**src/rtl/swr_pkg.sv**
```systemverilog
package swr_pkg;
    typedef enum logic [1:0] {
        ST_IDLE     = 2'd0,
        ST_PULSE    = 2'd1,
        ST_WAIT_CLR = 2'd2
    } swr_state_e;

    localparam int RST_BIT = 0;
    localparam int A20_BIT = 1;
endpackage

```
**src/rtl/swr_ctl_reg.sv**
```systemverilog
module swr_ctl_reg
    import swr_pkg::*;
#(
    parameter int DATA_W = 8
) (
    input  logic              clk,
    input  logic              rst_n,
    input  logic              wr_en,
    input  logic [DATA_W-1:0] wr_data,
    output logic              rst_bit_q,
    output logic              rst_bit_nxt,
    output logic              set_evt,
    output logic              a20_q,
    output logic [DATA_W-1:0] rd_data
);
    localparam int PAD_W = DATA_W - 2;

    always_comb begin
        rst_bit_nxt = wr_en ? wr_data[RST_BIT] : rst_bit_q;
        set_evt     = wr_en && wr_data[RST_BIT] && !rst_bit_q;
        rd_data     = {{PAD_W{1'b0}}, a20_q, rst_bit_q};
    end

    always_ff @(posedge clk or negedge rst_n) begin
        if (!rst_n) begin
            rst_bit_q <= 1'b0;
            a20_q     <= 1'b0;
        end else if (wr_en) begin
            rst_bit_q <= wr_data[RST_BIT];
            a20_q     <= wr_data[A20_BIT];
        end
    end

    // a write with bit 0 clear leaves the reset bit at 0
    a_r4_clear_write: assert property (@(posedge clk) disable iff (!rst_n)
        (wr_en && !wr_data[RST_BIT]) |=> !rst_bit_q);

    // the A20 request follows the written bit 1
    a_r6_a20_store: assert property (@(posedge clk) disable iff (!rst_n)
        wr_en |=> (a20_q == $past(wr_data[A20_BIT])));
endmodule

```
**src/rtl/swr_pulse_fsm.sv**
```systemverilog
module swr_pulse_fsm
    import swr_pkg::*;
#(
    parameter int PULSE_CYCLES = 16
) (
    input  logic clk,
    input  logic rst_n,
    input  logic set_evt,
    input  logic rst_bit_q,
    input  logic rst_bit_nxt,
    output logic alt_rst_n
);
    localparam int CNT_W = (PULSE_CYCLES > 2) ? $clog2(PULSE_CYCLES) : 1;
    localparam logic [CNT_W-1:0] LAST = CNT_W'(PULSE_CYCLES - 1);

    swr_state_e state_q, state_d;
    logic [CNT_W-1:0] cnt_q;
    logic cnt_done;

    assign cnt_done = (cnt_q == LAST);

    always_comb begin
        state_d = state_q;
        unique case (state_q)
            ST_IDLE:     if (set_evt) state_d = ST_PULSE;
            ST_PULSE:    if (cnt_done) state_d = rst_bit_nxt ? ST_WAIT_CLR : ST_IDLE;
            ST_WAIT_CLR: if (!rst_bit_nxt) state_d = ST_IDLE;
            default:     state_d = ST_IDLE;
        endcase
    end

    always_ff @(posedge clk or negedge rst_n) begin
        if (!rst_n) begin
            state_q <= ST_IDLE;
            cnt_q   <= '0;
        end else begin
            state_q <= state_d;
            if (state_q == ST_PULSE && !cnt_done) cnt_q <= cnt_q + 1'b1;
            else cnt_q <= '0;
        end
    end

    always_comb begin
        alt_rst_n = (state_q != ST_PULSE);
    end

    // outside a pulse, the idle state means the bit has been released
    a_r4_idle_bit_low: assert property (@(posedge clk) disable iff (!rst_n)
        (state_q == ST_IDLE) |-> !rst_bit_q);

    // a held bit never restarts the pulse
    a_r3_no_retrigger: assert property (@(posedge clk) disable iff (!rst_n)
        (state_q == ST_WAIT_CLR) |=> (state_q != ST_PULSE));

    // a pulse only starts from a set event
    a_r1_start_cause: assert property (@(posedge clk) disable iff (!rst_n)
        $fell(alt_rst_n) |-> $past(set_evt));

    // a running pulse is never restarted mid-count
    a_r5_count_runs: assert property (@(posedge clk) disable iff (!rst_n)
        (state_q == ST_PULSE && !cnt_done) |=> (state_q == ST_PULSE && cnt_q == $past(cnt_q) + 1'b1));
endmodule

```
**src/rtl/host_sw_reset_port.sv**
```systemverilog
module host_sw_reset_port #(
    parameter int DATA_W       = 8,
    parameter int PULSE_CYCLES = 16
) (
    input  logic              clk,
    input  logic              rst_n,
    input  logic              wr_en,
    input  logic [DATA_W-1:0] wr_data,
    output logic [DATA_W-1:0] rd_data,
    input  logic              kbd_rst_n,
    output logic              a20_req,
    output logic              cpu_reset
);
    logic rst_bit_q, rst_bit_nxt, set_evt, alt_rst_n;

    swr_ctl_reg #(.DATA_W(DATA_W)) u_reg (
        .clk        (clk),
        .rst_n      (rst_n),
        .wr_en      (wr_en),
        .wr_data    (wr_data),
        .rst_bit_q  (rst_bit_q),
        .rst_bit_nxt(rst_bit_nxt),
        .set_evt    (set_evt),
        .a20_q      (a20_req),
        .rd_data    (rd_data)
    );

    swr_pulse_fsm #(.PULSE_CYCLES(PULSE_CYCLES)) u_fsm (
        .clk        (clk),
        .rst_n      (rst_n),
        .set_evt    (set_evt),
        .rst_bit_q  (rst_bit_q),
        .rst_bit_nxt(rst_bit_nxt),
        .alt_rst_n  (alt_rst_n)
    );

    // active-low sources merged by NAND into an active-high reset
    assign cpu_reset = ~(alt_rst_n & kbd_rst_n);

    // the keyboard pulse alone is enough to reset the CPU
    a_r2_kbd_path: assert property (@(posedge clk) disable iff (!rst_n)
        !kbd_rst_n |-> cpu_reset);

    // unused read bits stay zero
    a_r7_read_pad: assert property (@(posedge clk) disable iff (!rst_n)
        rd_data[DATA_W-1:2] == '0);

    // no alternate pulse right after reset is released
    a_r8_reset_quiet: assert property (@(posedge clk) disable iff (!rst_n)
        ($rose(rst_n) && kbd_rst_n) |-> !cpu_reset);
endmodule

```
**config.mk**
```make
export PLATFORM = sky130hd
export DESIGN_NAME = host_sw_reset_port
export DESIGN_NICKNAME = d
export VERILOG_FILES = /design/src/rtl/swr_pkg.sv /design/src/rtl/swr_ctl_reg.sv /design/src/rtl/swr_pulse_fsm.sv /design/src/rtl/host_sw_reset_port.sv
export SDC_FILE = /design/constraint.sdc
export NUM_CORES = 1
export LEC_CHECK = 0
export CORE_AREA = 2 2 39 41
export DETAILED_ROUTE_END_ITERATION = 10
export DIE_AREA = 0 0 41 43
export DONT_BUFFER_PORTS = 1
export PLACE_DENSITY_LB_ADDON = 0.15
export SYNTH_ARGS = -nofsm -noshare
export SYNTH_HDL_FRONTEND = slang
export SYNTH_HIERARCHICAL = 1
export SYNTH_SLANG_ARGS = --single-unit
```
**constraint.sdc**
```tcl
create_clock -name clk -period 2.8 [get_ports clk]
set_input_delay 0.42 -clock clk [delete_from_list [all_inputs] [get_ports clk]]
set_output_delay 0.42 -clock clk [all_outputs]
set_load 0.1 [all_outputs]
```
Yosys cells after proc, flatten, opt, wreduce, memory -nomap -nowiden

Index checks and enable logic that the tools add are counted.

Bits in registers: 8
Input port bits: 12
Output and inout bits: 10
Logic and storage cells: 28

Add/subtract/negate cells: 1
Eq/ne operators: 7
Multiplexer cells: 7
Bitwise logic cells: 2
Reductions and logical operators: 7

Operator list:

| kind                | number |
|---|---|
| $mux 2              | 4 |
| $pmux 2 s3          | 1 |
| $add 4x1->4 const B | 1 |
| $eq 4x4->1 const B  | 1 |
| $mux 4              | 1 |
| $ne 2x1->1 const B  | 2 |
| $ne 2x2->1 const B  | 2 |
| $logic_and 1x1->1   | 3 |
| $reduce_and 3->1    | 1 |
| $eq 2x1->1 const B  | 1 |
| $eq 2x2->1 const B  | 1 |
| $logic_not 1->1     | 2 |
| $logic_not 2->1     | 1 |
| $and 1x1->1         | 1 |
| $mux 1              | 1 |
| $not 1->1           | 1 |

Longest topological paths before layout

Gate-level depths: netlist (run 1).

Depth after elaboration: 4
Mapped depth: 4
Depth with buffers taken out: 4

Cells and area by module

The synthesis (run 1) kept the hierarchy.

By module, submodules not included:

| module             | times used | cells an instance | area an instance (sq um) | sequential area each (sq um) |
|---|---|---|---|---|
| swr_pulse_fsm      | 1          | 24                | 272.8                    | 150.1 |
| swr_ctl_reg        | 1          | 14                | 146.4                    | 50.0 |
| host_sw_reset_port | 1          | 1                 | 3.8                      | 0.0 |

Worst setup path before layout (run 1)

Ideal clock, no wire load.

Path kind: flip-flop to output port
Start point: register u_reg.a20_q
End point: output port rd_data[1]
Data arrival time: 1.337 ns
Data required time: 2.380 ns
Slack: 1.043 ns
Stages on the path, launching flop included: 2
Path buffers: 1
Cells stage by stage: dfrtp_1 > buf_4

RTL lines:

| what                   | line                    | RTL |
|---|---|---|
| from (decl)            | swr_ctl_reg.sv:13       | `output logic a20_q,` |
| from (signal assigned) | swr_ctl_reg.sv:30       | `a20_q <= wr_data[A20_BIT];` |
| to (decl)              | host_sw_reset_port.sv:9 | `output logic [DATA_W-1:0] rd_data,` |

No word-level cell between the ends.

Worst setup path after layout (run 1)

Start point: register u_fsm.state_q[1]
End point: output port cpu_reset

Cells in the longest elaborated chain, start to end: 3

RTL lines:

| what                   | line                     | RTL |
|---|---|---|
| from (decl)            | swr_pulse_fsm.sv:16      | `swr_state_e state_q, state_d;` |
| from (signal assigned) | swr_pulse_fsm.sv:37      | `state_q <= state_d;` |
| $ne 2x1->1             | swr_pulse_fsm.sv:44      | `alt_rst_n = (state_q != ST_PULSE);` |
| via alt_rst_n          | host_sw_reset_port.sv:14 | `logic rst_bit_q, rst_bit_nxt, set_evt, alt_rst_n;` |
| $and 1x1->1            | host_sw_reset_port.sv:38 | `assign cpu_reset = ~(alt_rst_n & kbd_rst_n);` |
| $not 1->1              | host_sw_reset_port.sv:38 |  |
| to (decl)              | host_sw_reset_port.sv:12 | `output logic cpu_reset` |

The timed path passes the listed nets, and every way through them passes these cells.

==> flow_metrics.env, run 1 <==
export IMPL_cts_setup_buffers=0
export IMPL_numCtsBuffers=3
export IMPL_die_y_um=43
export IMPL_r2r_slack_ns=1.35
export IMPL_layout_cells_non_filler=57
export IMPL_die_w_um=41
export IMPL_cp_end_kind="output pin"
export IMPL_critPathRequiredTime_ns=2.38
export IMPL_cts_tree="built"
export IMPL_vias=236
export IMPL_viasPerCell=4.14
export IMPL_drt_iter0_markers=4
export IMPL_path_clk_slew_ns=0.06
export IMPL_cellLeakagePower_nw=0.205
export IMPL_met2_usage=0.119
export IMPL_cts_num_sinks=8
export IMPL_rsz0062_at_grt="false"
export IMPL_worst_clock_skew_ns=0.00133
export IMPL_syn_cell_area_sq_um=423
export IMPL_wl_per_cell_um=10.7
export IMPL_fin_crit_sh=0.672
export IMPL_final_nets=55
export IMPL_setup_violations_final=0
export IMPL_status="complete, no violations"
export IMPL_dp_hpwl_um=485
export IMPL_cp_startpoint="u_fsm/state_q[1]"
export IMPL_seq_area_frac_synth=0.473
export IMPL_grt_max_degree=9
export IMPL_timing_hold_ws_ns=0.310
export IMPL_r2r_cells=3
export IMPL_r2r_start="u_reg/rst_bit_q"
export IMPL_grtUsageMet1=0.0933
export IMPL_tightest_slew_ns=0.946
export IMPL_antenna_found_initial=0
export IMPL_clk_path_buf_depth=2
export IMPL_synth_top_area_frac=0.473
export IMPL_ant_nets=0
export IMPL_slew_violations=0
export IMPL_slowest_delay_ns=0.66
export IMPL_syn_to_final_growth_pct=3.85
export IMPL_grt_use_total=0.0873
export IMPL_slowest_stage="nand2_1"
export IMPL_endpoint="cpu_reset"
export IMPL_post_synth_cell_area_avg_sq_um=10.8
export IMPL_root_buffer="clkbuf_4"
export IMPL_wl_um=608
export IMPL_fin_tns_setup_ns=0
export IMPL_placedCellCount=52
export IMPL_maxCapViolCount=0
export IMPL_htree_levels=1
export IMPL_busiest_layer="met2"
export IMPL_core_sq_um=1380
export IMPL_num_rows=14
export IMPL_syn_inst=39
export IMPL_period_needed_ns=1.88
export IMPL_ioPinCount=22
export IMPL_synthDistinctLibCells=18
export IMPL_grt_overflow=0
export IMPL_dr_pass1_iters=2
export IMPL_grt_pass1_vias=223
export IMPL_crit_path_start_kind="flip-flop"
export IMPL_clock_latency_ns=0.26
export IMPL_drc_errors=0
export IMPL_critPathKind="flip-flop to output pin"
export IMPL_holdBufCountCts=1
export IMPL_hp_class="primary input to flip-flop"
export IMPL_fmax_ghz=0.531
export IMPL_globalplace_congestion=0.656
export IMPL_drive_gt1_frac=0.268
export IMPL_cellPowerDensity_nw_per_um2=1120
export IMPL_port_buffer_count=0
export IMPL_grt_pass1_wl_um=938
export IMPL_path_max_fanout=4
export IMPL_gr_usage_met3=0.0262
export IMPL_finalHoldViolCount=0
export IMPL_initial_core_util=0.306
export IMPL_ys_ff_latch=8
export IMPL_yosysWarnings=6
export IMPL_synth_area_leaders="dfrtp_1, buf_4, nand2b_4"
export IMPL_maxSlewHeadroom=0.369
export IMPL_n_antenna_cell=0
export IMPL_r2r_end="u_fsm/state_q[0]"
export IMPL_dieArea_sq_um=1760
export IMPL_synth_top_cell_by_area="dfrtp_1"
export IMPL_peakVddDrop_mv=0.393
export IMPL_cts_resized=0
export IMPL_cp_cell_sequence="nand2b_4, nand2_1"
export IMPL_crit_arrival_ns=1.46
## power breakdown
group	switching (mW)	leakage (nW)	internal [mW]
clock network	0.0425	0.0150	0.0547
logic	0.120	0.0932	0.0580
registers	0.0636	0.0970	0.153
total	0.226	0.205	0.265
## cells in the mapped netlist
| cell type | number |
|---|---|
| buf_4 | 8 |
| dfrtp_1 | 8 |
| nor2_1 | 4 |
| nand2_1 | 3 |
| mux2_2 | 2 |
| nand2b_4 | 2 |
| and2_1 | 1 |
| and3b_2 | 1 |
| conb_1 | 1 |
| ha_1 | 1 |
| inv_1 | 1 |
| nand2b_1 | 1 |
| nand3_1 | 1 |
| nand3_2 | 1 |
| nor2_2 | 1 |
| o21ai_1 | 1 |
| xnor2_1 | 1 |
| xor2_1 | 1 |
## metal layers
metal	vias to the layer above	share of wire	wire (um)
li1	112	-	-
met1	114	0.38	228
met2	8	0.53	325
met3	2	0.061	37
met4	0	0.026	16
met5	-	0	0
## worst min-delay path by stage
stage / startpoint / end / slack [ns] / depth (start not counted)
finish: wr_data[1] / u_reg/a20_q / 0.31 / 1
global route: wr_data[1] / u_reg/a20_q / 0.30 / 1
CTS: wr_data[1] / u_reg/a20_q / 0.30 / 1
detailed placement: rst_n / u_fsm/cnt_q[2] / 0.12 / 0
global placement: rst_n / u_fsm/cnt_q[2] / 0.12 / 0
floorplan: rst_n / u_fsm/cnt_q[0] / 0.12 / 0
## metrics by stage
step | power [mW] | cell area (sq um) | setup slack (ns) | utilization
after floorplan | 0.384 | 442 | 1.04 | -
after global placement | 0.390 | 403 | 1.19 | 0.291
after detailed placement | 0.396 | 403 | 1.19 | 0.291
after CTS | 0.500 | 439 | 0.900 | 0.317
after global routing | 0.522 | 439 | 0.877 | 0.317
final | 0.491 | 439 | 0.918 | 0.317
## cells in the final DEF (no fill, tap or decap)
cell and count:
dfrtp_1 7, conb_1 6, nor2_1 4, nand2_1 3
clkbuf_4 3, nand2b_4 2, mux2_2 2, clkbuf_1 1
dlygate4sd3_1 1, inv_1 1, nand3_2 1, xnor2_1 1
nand3_1 1, xor2_1 1, nor2_2 1, nand2b_1 1
o21ai_1 1, and2_1 1, ha_1 1, and3b_2 1
dfrtp_2 1
## state kept, by name (all words and copies together) (netlist names)
register / count
u_fsm/cnt_q: 4
u_fsm/state_q: 2
u_reg/a20_q: 1
u_reg/rst_bit_q: 1
## logic make-up after synthesis
logic type | after synthesis | synth area share
AND/OR/NAND/NOR | 15 | 0.231
flip-flops | 8 | 0.473
AO/OA/AOI/OAI | 1 | 0.0118
multiplexers | 2 | 0.0533
XOR/XNOR | 2 | 0.0414
buffers and inverters | 9 | 0.151
adder cells (fa/ha/maj) | 1 | 0.0296
other | 1 | 0.00887
## worst max-delay path, delay by kind of cell, from the launching register on
family           cells  cell delay (ns)
AND/OR/NAND/NOR      2             0.82
flip-flops           1             0.39
## layout make-up
type                    instances  area (sq um)
clock buffers                   4          26.3
fillers                       157           945
inverters                       1          3.75
multi-input cells              27           178
flip-flops and latches          8           201
well taps                      16          20.0
repair buffers                  1          10.0
No activity file was read; power rests on OpenSTA's default activity.
==> inputs of run 2 (changes only) <==
==> constraint.sdc (replaced) <==
create_clock -name clk -period 1.9 [get_ports clk]
set_input_delay 0.285 -clock clk [delete_from_list [all_inputs] [get_ports clk]]
set_output_delay 0.285 -clock clk [all_outputs]
set_load 0.1 [all_outputs]
==> run 2 against run 1 <==
- sequential share of layout area is 3.4 points lower
- clock power is 44% higher
- register-to-register slack worse by 0.53 ns
- non-clock buffer count is 3 higher
- via count is 4.7% higher
- routed wire length is 0.33% higher
- cell area is 8.0% higher
- global-route usage is 0.43 points higher
==> flow_metrics.env, run 2 (synthesis gave the netlist of run 1 again) <==
export IMPL_dieArea_sq_um=1760
export IMPL_ioPinCount=22
export IMPL_initial_core_util=0.306
export IMPL_status="complete, no violations"
export IMPL_vias=247
export IMPL_switching_share=0.449
export IMPL_dp_hpwl_um=492
export IMPL_wl_per_cell_um=10.2
export IMPL_maxCapViolCount=0
export IMPL_crit_arrival_ns=1.15
export IMPL_globalplace_congestion=0.690
export IMPL_power_internal_uw=409
export IMPL_antenna_found_initial=0
export IMPL_grt_pass1_wl_um=972
export IMPL_critical_path_top_delay_family="flip-flops"
export IMPL_path_max_fanout=4
export IMPL_grt_use_total=0.0916
export IMPL_layout_common_cells="dfrtp_1, conb_1, nor2_1"
export IMPL_syn_to_final_growth_pct=12.1
export IMPL_path_clk_slew_ns=0.06
export IMPL_numCtsBuffers=3
export IMPL_cellLeakagePower_nw=0.224
export IMPL_setup_slack_ns=0.468
export IMPL_crit_path_start_kind="flip-flop"
export IMPL_dr_pass1_iters=1
export IMPL_layout_commonest_cell="dfrtp_1"
export IMPL_slew_violations=0
export IMPL_grt_overflow=0
export IMPL_drive_gt1_frac=0.318
export IMPL_cts_setup_buffers=0
export IMPL_clock_latency_ns=0.25
export IMPL_fmax_ghz=0.699
export IMPL_cts_num_sinks=8
export IMPL_drt_iter0_markers=0
export IMPL_rsz0062_at_grt="false"
export IMPL_period_needed_ns=1.43
export IMPL_viasPerCell=4.12
export IMPL_port_buffer_count=0
export IMPL_cp_startpoint="u_fsm/state_q[1]"
export IMPL_critPathKind="flip-flop to output pin"
export IMPL_worst_clock_skew_ns=0.00389
export IMPL_power_switching_uw=334
export IMPL_core_sq_um=1380
export IMPL_critPathRequiredTime_ns=1.62
export IMPL_largest_register_ffs=4
export IMPL_die_w_um=41
export IMPL_setup_violations_final=0
export IMPL_pwr_share_clk=0.189
export IMPL_cp_end_kind="output pin"
export IMPL_final_nets=58
export IMPL_die_y_um=43
export IMPL_peakVddDrop_mv=0.409
export IMPL_grt_max_degree=9
export IMPL_ant_nets=0
export IMPL_clk_path_buf_depth=2
export IMPL_wl_um=610
export IMPL_fin_tns_setup_ns=0
export IMPL_p_comb_frac=0.442
export IMPL_cts_tree="built"
export IMPL_slowest_stage="dfrtp_1"
export IMPL_r2r_start="u_fsm/cnt_q[0]"
export IMPL_worstHoldStart="wr_data[1]"
export IMPL_largestRegisters="u_fsm/cnt_q: 4 flops, u_fsm/state_q: 2 flops"
export IMPL_hp_class="primary input to flip-flop"
export IMPL_n_antenna_cell=0
export IMPL_top_register="u_fsm/cnt_q"
export IMPL_cts_resized=0
export IMPL_finalHoldViolCount=0
export IMPL_cp_cell_sequence="nand2b_4, nand2_1, buf_4"
export IMPL_fin_crit_sh=0.753
export IMPL_pre_cts_slack_ns=0.742
export IMPL_root_buffer="clkbuf_4"
export IMPL_power_frac_seq=0.369
export IMPL_fill_cells=144
export IMPL_drc_errors=0
export IMPL_htree_levels=1
export IMPL_num_rows=14
export IMPL_cellPowerDensity_nw_per_um2=1570
export IMPL_grt_pass1_vias=258
export IMPL_cp_num_buf_inv=1
export IMPL_slowest_delay_ns=0.39
==> run 2: cell count changes in the layout (fill, tap and decap cells not counted), sizes merged <==
| cell | previous run | this run |
|---|---|---|
| buf | 0 | 3 |
==> run 2: timing repair <==
| item | CTS | global route |
|---|---|---|
| hold buffers | 1 | 0 |
| setup endpoints to repair | 0 | 0 |
| endpoints found under the hold margin | 8 | 0 |
==> run 2: layout make-up <==
type / count / area [sq um] / area share
flip-flops and latches: 8 / 201 / 0.425
multi-input cells: 27 / 178 / 0.375
repair buffers: 4 / 45.0 / 0.0950
clock buffers: 4 / 26.3 / 0.0554
well taps: 16 / 20.0 / 0.0422
inverters: 1 / 3.75 / 0.00792
==> run 2: worst paths after layout <==
check,to,slack (ns),depth (start not counted)
min in group asynchronous,u_fsm/cnt_q[0],0.37,1
max,cpu_reset,0.47,3
max in group asynchronous,u_reg/a20_q,1.24,1
min reg2reg,u_fsm/cnt_q[0],0.48,1
max reg2reg,u_fsm/state_q[1],0.82,4
min,u_reg/a20_q,0.18,1
==> run 2: metrics by stage <==
stage / instances / total power [mW] / cell area [sq um] / util / hold slack [ns]
finish: 60 / 0.743 / 474 / 0.343 / 0.177
global route: 60 / 0.795 / 474 / 0.343 / 0.169
CTS: 60 / 0.758 / 474 / 0.343 / 0.166
global placement: 55 / 0.597 / 438 / 0.316 / -0.0103
detailed placement: 55 / 0.606 / 438 / 0.316 / -0.0103
floorplan: 44 / 0.565 / 442 / - / -0.0106
==> run 2: power groups by stage <==
stage	combinational [mW]	clock, mW	sequential (mW)
finish	0.328	0.140	0.275
global route	0.354	0.159	0.281
CTS	0.333	0.150	0.276
detailed placement	0.327	0	0.279
global placement	0.323	0	0.273
floorplan	0.283	0	0.282
==> run 2: per-layer routing <==
layer	vias to the layer above	track usage	share of wire
li1	118	-	-
met1	119	0.0741	0.39
met2	8	0.134	0.54
met3	2	0.0366	0.039
met4	0	0.120	0.031
met5	-	0	0
==> inputs of run 3 (changes only) <==
==> constraint.sdc (replaced) <==
create_clock -name clk -period 1.48 [get_ports clk]
set_input_delay 0.222 -clock clk [delete_from_list [all_inputs] [get_ports clk]]
set_output_delay 0.222 -clock clk [all_outputs]
set_load 0.1 [all_outputs]
==> run 3 against run 2 <==
- sequential power increased by 28%
- core utilization increased by 0.54 points
- combinational power increased by 34%
- clock power increased by 29%
- via count increased by 2.0%
- sequential share of layout area decreased by 0.66 points
- cell area increased by 1.6%
- global-route usage increased by 0.26 points
- worst setup slack got worse by 0.30 ns
- hold slack got worse by 0.061 ns
- register-to-register slack got worse by 0.42 ns
- routed wire length decreased by 3.0%
- largest cell class unchanged
- highest routed layer unchanged
==> flow_metrics.env, run 3 (synthesis gave the netlist of run 1 again) <==
export IMPL_status="complete, no violations"
export IMPL_cellLeakagePower_nw=0.230
export IMPL_die_w_um=41
export IMPL_port_buffer_count=0
export IMPL_cp_num_buf_inv=1
export IMPL_setup_slack_ns=0.169
export IMPL_wl_per_cell_um=9.70
export IMPL_dieArea_sq_um=1760
export IMPL_numCtsBuffers=3
export IMPL_layout_cells_non_filler=61
export IMPL_clock_latency_ns=0.25
export IMPL_crit_path_start_kind="flip-flop"
export IMPL_ioPinCount=22
export IMPL_r2r_cells=4
export IMPL_htree_levels=1
export IMPL_grt_max_degree=9
export IMPL_fill_cells=147
export IMPL_layout_common_cells="dfrtp_1, conb_1, nor2_1"
export IMPL_crit_arrival_ns=1.09
export IMPL_pre_cts_slack_ns=0.423
export IMPL_viasPerCell=4.13
export IMPL_drc_errors=0
export IMPL_final_nets=59
export IMPL_initial_core_util=0.306
export IMPL_syn_to_final_growth_pct=13.9
export IMPL_grt_use_total=0.0942
export IMPL_fin_crit_sh=0.886
export IMPL_vias=252
export IMPL_clk_path_buf_depth=2
export IMPL_wl_um=592
export IMPL_r2r_start="u_fsm/cnt_q[0]"
export IMPL_cts_num_sinks=8
export IMPL_layout_commonest_cell="dfrtp_1"
export IMPL_cp_cell_sequence="nand2b_4, nand2_1, buf_12"
export IMPL_slowest_delay_ns=0.39
export IMPL_timing_hold_ws_ns=0.117
export IMPL_worst_clock_skew_ns=0.00570
export IMPL_globalplace_congestion=0.695
export IMPL_critPathRequiredTime_ns=1.26
export IMPL_hold_depth=1
export IMPL_path_max_fanout=4
export IMPL_n_antenna_cell=0
export IMPL_ant_nets=0
export IMPL_grt_pass1_vias=261
export IMPL_critPathKind="flip-flop to output pin"
export IMPL_min_to="u_reg/a20_q"
export IMPL_top_register="u_fsm/cnt_q"
export IMPL_rsz0062_at_grt="false"
export IMPL_slowest_stage="dfrtp_1"
export IMPL_path_clk_slew_ns=0.06
export IMPL_critical_path_top_delay_family="flip-flops"
export IMPL_finalPower_uw=972
export IMPL_maxCapViolCount=0
export IMPL_core_sq_um=1380
export IMPL_drt_iter0_markers=2
export IMPL_finalHoldViolCount=0
export IMPL_placedCellCount=56
export IMPL_root_buffer="clkbuf_4"
export IMPL_worstHoldStart="wr_data[1]"
export IMPL_slew_violations=0
export IMPL_grt_pass1_wl_mm=1.04
export IMPL_fin_tns_setup_ns=0
export IMPL_cp_end_kind="output pin"
export IMPL_antenna_found_initial=0
export IMPL_die_y_um=43
export IMPL_largestRegisters="u_fsm/cnt_q: 4 flops, u_fsm/state_q: 2 flops"
export IMPL_grt_overflow=0
export IMPL_cts_tree="built"
export IMPL_cellPowerDensity_nw_per_um2=2020
export IMPL_largest_register_ffs=4
export IMPL_hp_class="primary input to flip-flop"
export IMPL_period_needed_ns=1.31
export IMPL_cts_resized=0
export IMPL_num_rows=14
export IMPL_peakVddDrop_mv=0.693
export IMPL_dr_pass1_iters=2
export IMPL_drive_gt1_frac=0.333
export IMPL_fmax_ghz=0.763
export IMPL_setup_violations_final=0
export IMPL_r2r_slack_ns=0.40
export IMPL_r2r_end="u_fsm/state_q[1]"
run 3: changes by cell type in the layout (fill, tap and decap cells not counted):
cell / delta
buf_4: +1
run 3: power by group:
group | internal (mW) | switching, mW
Combinational | 0.146 | 0.295
Clock | 0.103 | 0.0764
Sequential | 0.290 | 0.0609
Total | 0.540 | 0.432
run 3: final cells by class:
class,instances,area [sq um],share of cell area
Inverter,1,3.75,0.00779
Sequential cell,8,201,0.418
Tap cell,16,20.0,0.0416
Timing Repair Buffer,5,52.6,0.109
Clock buffer,4,26.3,0.0545
Multi-Input combinational cell,27,178,0.369
run 3: worst max-delay path by stage:
stage | from | to | slack, ns | depth (start not counted)
6_report | u_fsm/state_q[1] | cpu_reset | 0.17 | 3
5_1_grt | u_fsm/state_q[1] | cpu_reset | 0.11 | 3
4_1_cts | u_fsm/state_q[1] | cpu_reset | 0.16 | 3
3_5_place_dp | u_fsm/cnt_q[0] | u_fsm/state_q[1] | 0.42 | 4
3_3_place_gp | u_fsm/cnt_q[0] | u_fsm/state_q[1] | 0.43 | 4
2_1_floorplan | u_fsm/state_q[1] | cpu_reset | 0.09 | 2
run 3: timing repair:
item,CTS,global route
hold endpoints to repair,8,0
setup buffers,0,0
hold buffers,1,0
run 3: routing by layer:
| metal | GRT usage | up-vias | share of wire |
|---|---|---|---|
| met5 | 0 | - | 0 |
| met4 | 0.0800 | 0 | 0.025 |
| met3 | 0.0471 | 2 | 0.066 |
| met2 | 0.134 | 8 | 0.50 |
| met1 | 0.0960 | 119 | 0.41 |
| li1 | - | 123 | - |
run 3: stage by stage:
step,util,instance area (sq um)
after floorplan,-,443
after global placement,0.322,445
after detailed placement,0.322,445
after CTS,0.348,482
after global routing,0.348,482
final,0.348,482
